## config.mk

```make
export PLATFORM = sky130hd
export DESIGN_NAME = fetch_exec_seq
export DESIGN_NICKNAME = d
export VERILOG_FILES = /design/src/rtl/fetch_exec_seq.sv
export SDC_FILE = /design/constraint.sdc
export NUM_CORES = 1
export LEC_CHECK = 0
export BUFFER_PORTS_ARGS = -buffer_cell sky130_fd_sc_hd__buf_2
export CORE_MARGIN = 1.5
export CORE_UTILIZATION = 35
export DETAILED_ROUTE_END_ITERATION = 12
export MAX_ROUTING_LAYER = met4
export PLACE_DENSITY_LB_ADDON = 0.2
export SYNTH_ARGS = -nofsm -noshare
export SYNTH_HDL_FRONTEND = slang
export SYNTH_SLANG_ARGS = --single-unit
```

## constraint.sdc

```tcl
create_clock -name clk -period 6.5 [get_ports clk]
set_clock_uncertainty 0.05 [all_clocks]
set_input_delay 0.65 -clock clk [delete_from_list [all_inputs] [get_ports clk]]
set_output_delay 0.65 -clock clk [all_outputs]
set_load 0.01 [all_outputs]
```

## src/rtl/fetch_exec_seq.sv

```systemverilog
module fetch_exec_seq #(
  parameter int AW       = 16,
  parameter int NREGS    = 8,
  parameter int START_PC = 0
) (
  input  logic          clk,
  input  logic          rst_n,
  output logic [AW-1:0] mem_addr,
  input  logic [31:0]   mem_rdata,
  output logic [31:0]   mem_wdata,
  output logic          mem_we,
  output logic          fetch_o,
  output logic [AW-1:0] pc_o,
  output logic          done
);
  localparam int RIW = $clog2(NREGS);
  localparam logic [3:0] OP_LD = 4'd1, OP_ST = 4'd2, OP_ADD = 4'd3, OP_SUBI = 4'd4,
                         OP_BPOS = 4'd5, OP_BGT = 4'd6, OP_HALT = 4'd7;

  typedef enum logic [1:0] {S_FETCH, S_EXEC, S_MEM, S_HALT} state_t;
  state_t state;

  logic [AW-1:0] pc;
  logic [31:0]   ir;
  logic [31:0]   rf [NREGS];

  wire [3:0]     op   = ir[31:28];
  wire [RIW-1:0] rd   = ir[24 +: RIW];
  wire [RIW-1:0] ra   = ir[20 +: RIW];
  wire [RIW-1:0] rb   = ir[16 +: RIW];
  wire [31:0]    va   = rf[ra];
  wire [31:0]    vb   = rf[rb];
  wire [31:0]    simm = {{16{ir[15]}}, ir[15:0]};
  wire [AW-1:0]  iadr = AW'(ir[15:0]);
  wire [AW-1:0]  pseq = pc + AW'(4);

  assign mem_addr  = (state == S_MEM) ? iadr : pc;
  assign mem_wdata = va;
  assign mem_we    = (state == S_MEM) && (op == OP_ST);
  assign fetch_o   = (state == S_FETCH);
  assign done      = (state == S_HALT);
  assign pc_o      = pc;

  always_ff @(posedge clk) begin
    if (!rst_n) begin
      state <= S_FETCH;
      pc    <= AW'(START_PC);
      ir    <= '0;
      for (int i = 0; i < NREGS; i++) rf[i] <= '0;
    end else begin
      case (state)
        S_FETCH: begin
          ir    <= mem_rdata;
          state <= S_EXEC;
        end
        S_EXEC: begin
          state <= S_FETCH;
          pc    <= pseq;
          case (op)
            OP_LD, OP_ST: state <= S_MEM;
            OP_ADD:  rf[rd] <= va + vb;
            OP_SUBI: rf[rd] <= va - simm;
            OP_BPOS: if ($signed(va) > 0) pc <= iadr;
            OP_BGT:  if ($signed(va) > $signed(vb)) pc <= iadr;
            OP_HALT: begin
              pc    <= pc;
              state <= S_HALT;
            end
            default: ;
          endcase
        end
        S_MEM: begin
          if (op == OP_LD) rf[rd] <= mem_rdata;
          state <= S_FETCH;
        end
        default: state <= S_HALT;
      endcase
    end
  end

  p_exec_after_fetch_r3: assert property (@(posedge clk) disable iff (!rst_n)
    fetch_o |=> state == S_EXEC);

  p_mem_one_extra_r3: assert property (@(posedge clk) disable iff (!rst_n)
    state == S_MEM |=> fetch_o);

  p_alu_step_r2: assert property (@(posedge clk) disable iff (!rst_n)
    (state == S_EXEC && (op == OP_ADD || op == OP_SUBI)) |=> (fetch_o && pc_o == $past(pc_o) + AW'(4)));

  p_load_keeps_mem_r4: assert property (@(posedge clk) disable iff (!rst_n)
    (state == S_MEM && op == OP_LD) |-> !mem_we);

  p_halt_sticky_r10: assert property (@(posedge clk) disable iff (!rst_n)
    done |=> (done && $stable(pc_o) && !mem_we));
endmodule

```

==> impl_metrics.json <==
{
  "grt_pass1_wl_mm": 97.8,
  "crit_type": "reg -> reg",
  "ys.flop_type": "edfxtp_1",
  "status": "finished clean",
  "clk_latency_ns": 0.55,
  "holdCritStartpoint": "mem_rdata[10]",
  "place_hpwl_mm": 46.1,
  "yosysSeqAreaShare_pct": 46.0,
  "clkTransAtPathRegs_ns": 0.07,
  "synth_edf_count": 256,
  "ioPinCount": 101,
  "whs_endpoint": "ir[10]",
  "die_w_um": 236,
  "p_leak_uw": 0.00809,
  "hold_buffers": 0,
  "core-area_mm2": 0.0537,
  "netlist_area_mm2": 0.0190,
  "grt_max_degree": 42,
  "total_power_uw": 6370,
  "path_cells": "mux4_2 > mux2i_1 > ha_1 > nand3_1 > nor4b_2 > and4bb_2 > nand3_1 > xnor2_1 > o21ai_1 > ha_1 > a21o_1 > a21o_1 > a221oi_1 > o221ai_1 > o2111ai_1 > nand3_1 > o41a_1 > xor2_2 > nor2_4 > nor3_1",
  "cts_tree": "done",
  "fin_setup_tns_ns": 0,
  "ys_async_sr_fraction_pct": 0,
  "drtIter0Drc": 1393,
  "gr-total-overflow": 0,
  "fin_crit_sh_pct": 92.8,
  "final_cells": 2493,
  "placedCellCount": 2429,
  "die_y_um": 236,
  "final_util_pct": 40.1,
  "r2r_setup_slack_ns": 0.47,
  "syn_to_final_growth_pct": 13.3,
  "p_per_area_mw_per_mm2": 296,
  "yosysWarningCount": 0,
  "syn_area_per_cell_um2": 11.3,
  "synth.distinct_cells": 82,
  "drt_wl_total_mm": 67.3,
  "rows": 85,
  "firstDrtPassIters": 5,
  "dieArea_mm2": 0.0557,
  "post-cts-setup-buffer-count": 0,
  "finalCriticalPeriod_ns": 6.03,
  "drive_gt1_share_pct": 23.0,
  "vias_per_cell": 5.95,
  "hold_path.class": "in -> reg",
  "antenna_found_initial": 1,
  "wl_per_cell_um": 27.0,
  "crit_path_frequent_cell": "nand3_1",
  "io_buffers": 100,
  "cts_resized": 0,
  "clockBufferDepth": 3,
  "r2r_cells": 20,
  "drc_errors": 0,
  "via_count": 14800,
  "clock_sink_count": 309,
  "ant_nets": 0,
  "worstMarginPinSlew_ns": 1.06,
  "fmax_ghz": 0.166,
  "hold_violations": 0,
  "synth-seq-cells": 309,
  "crit_slowest_cell": "dfxtp_4",
  "syn_inst": 1679,
  "slew_headroom_pct": 29.2,
  "crit_arrival_ns": 6.23,
  "ctsRootBufferMaster": "clkbuf_16",
  "cts_buffers": 36,
  "start_util_pct": 35.4,
  "syn_nets": 1779,
  "rsz0062_at_grt": "false",
  "worst_slack_ns": 0.471,
  "post-place-ws_ns": 0.499,
  "drv_slew": 0,
  "grt_usage_pct": 24.7,
  "nets": 1871,
  "critPathMaxFanout": 26,
  "end_kind": "flip-flop",
  "first_global_vias": 14300,
  "whs_path_depth": 3,
  "cp-start-kind": "flip-flop",
  "maxCapViolations": 0,
  "diodes": 0,
  "setup_violations": 0,
  "worstPathRequired_ns": 6.70,
  "max_stage_delay_ns": 0.66,
  "rr_endpoint": "rf[3][31]",
  "place.gp.congestion": 0.935,
  "htree_num_levels": 2,
  "vdd_drop_max_v": 0.000141,
  "nFillCells": 5131
}
cells in the mapped netlist (all sizes together) (24+ instances only):
library cell,n,area (um^2)
nor2,318,1200
o21ai,72,360
nor3,24,120
nand2,149,559
dfxtp,53,1060
a21oi,87,435
mux4,117,2640
buf,42,287
nand3,34,175
mux2i,69,754
edfxtp,256,7690
mux2,42,473
ha,65,813
xnor2,33,289
clkbuf,62,233
how the worst max path moves through the flow:
stage | start | endpoint | depth (start not counted)
2_1_floorplan | flip-flop | rf[0][31] | 24
3_3_place_gp | flip-flop | rf[2][31] | 20
3_5_place_dp | flip-flop | rf[3][31] | 20
4_1_cts | flip-flop | rf[3][31] | 20
5_1_grt | flip-flop | rf[0][30] | 19
6_report | flip-flop | rf[3][31] | 20
worst max-delay path, delay by kind of cell, from the launching register on:
| kind | cells | cell delay (ns) |
|---|---|---|
| AOI/OAI and AO/OA | 7 | 1.68 |
| adders and majority gates | 2 | 0.63 |
| and+or+nand+nor | 7 | 1.44 |
| xor gates and xnor gates | 2 | 0.37 |
| muxes | 2 | 0.88 |
| DFF | 1 | 0.66 |
power breakdown:
group | switching (uW) | leakage [uW] | internal (uW)
registers | 89.4 | 0.00308 | 2220
logic | 1320 | 0.00444 | 713
clock network | 856 | 0.000561 | 1170
metrics by stage:
step / area, um^2 / hold slack, ns
finish: 21500 / 0.315
global route: 21500 / 0.307
CTS: 21500 / 0.297
detailed placement: 20400 / 0.399
global placement: 20400 / 0.391
floorplan: 19000 / 0.386
state kept, by name, summed over array words and instances, names as in the netlist, named ones only:
signal  cells
ir         29
pc_o       16
rf        256
state       2
layer usage:
layer,share of wire (%),vias up,GRT usage [%]
li1,-,6496,-
met1,41,7433,32.4
met2,47,766,38.8
met3,8.7,126,3.66
met4,3.8,0,9.05
met5,0,-,-
placed cells by master (no fill, tap or decap), types with 8 or more instances in the layout:
master     Yosys  final
mux2_2        42     42
and3_1        10     10
nor2b_1       15     14
edfxtp_1     256    256
clkbuf_16      0     37
a21oi_1       87     87
or3_1          9      9
nand2b_1      10     10
inv_1         18     18
nand2_2        0      8
dfxtp_1       53     48
a211oi_1      10     10
xnor2_1       33     33
buf_2         16    100
buf_4          8     56
a31oi_1       11     11
o21ai_1       43     43
nor4_1        17     16
xor2_1        20     20
nand2_1      149    141
nand3_1       33     31
ha_1          65     65
a21o_1        21     21
o21ai_0       29     29
mux2i_1       59     59
mux4_2       117    117
o221ai_1       8      8
nand4_1       12     12
nor2_1       316    316
o21bai_1       8      8
a22oi_1        9      9
nor3_1        24     24
cells by family (layout without fill, tap and decap cells):
logic type      Yosys count  count (layout)  synth area share [%]
simple gates            634             634                  15.0
flops                   309             309                  46.0
compound gates          264             264                  8.59
mux                     228             228                  20.3
buf+inv                 124             242                  3.13
fa+ha+maj                66              66                  4.39
xor+xnor                 54              54                  2.53
final cells by class:
| class | count | area (um^2) | share of cell area (%) |
|---|---|---|---|
| multi-input cells | 1246 | 9700 | 45.1 |
| flip-flops and latches | 309 | 8760 | 40.7 |
| repair buffers | 158 | 961 | 4.46 |
| clock buffers | 40 | 937 | 4.35 |
| well taps | 696 | 871 | 4.05 |
| clock inverters | 24 | 218 | 1.01 |
| inverters | 20 | 75.1 | 0.349 |
(Power assumes the default switching activity.)
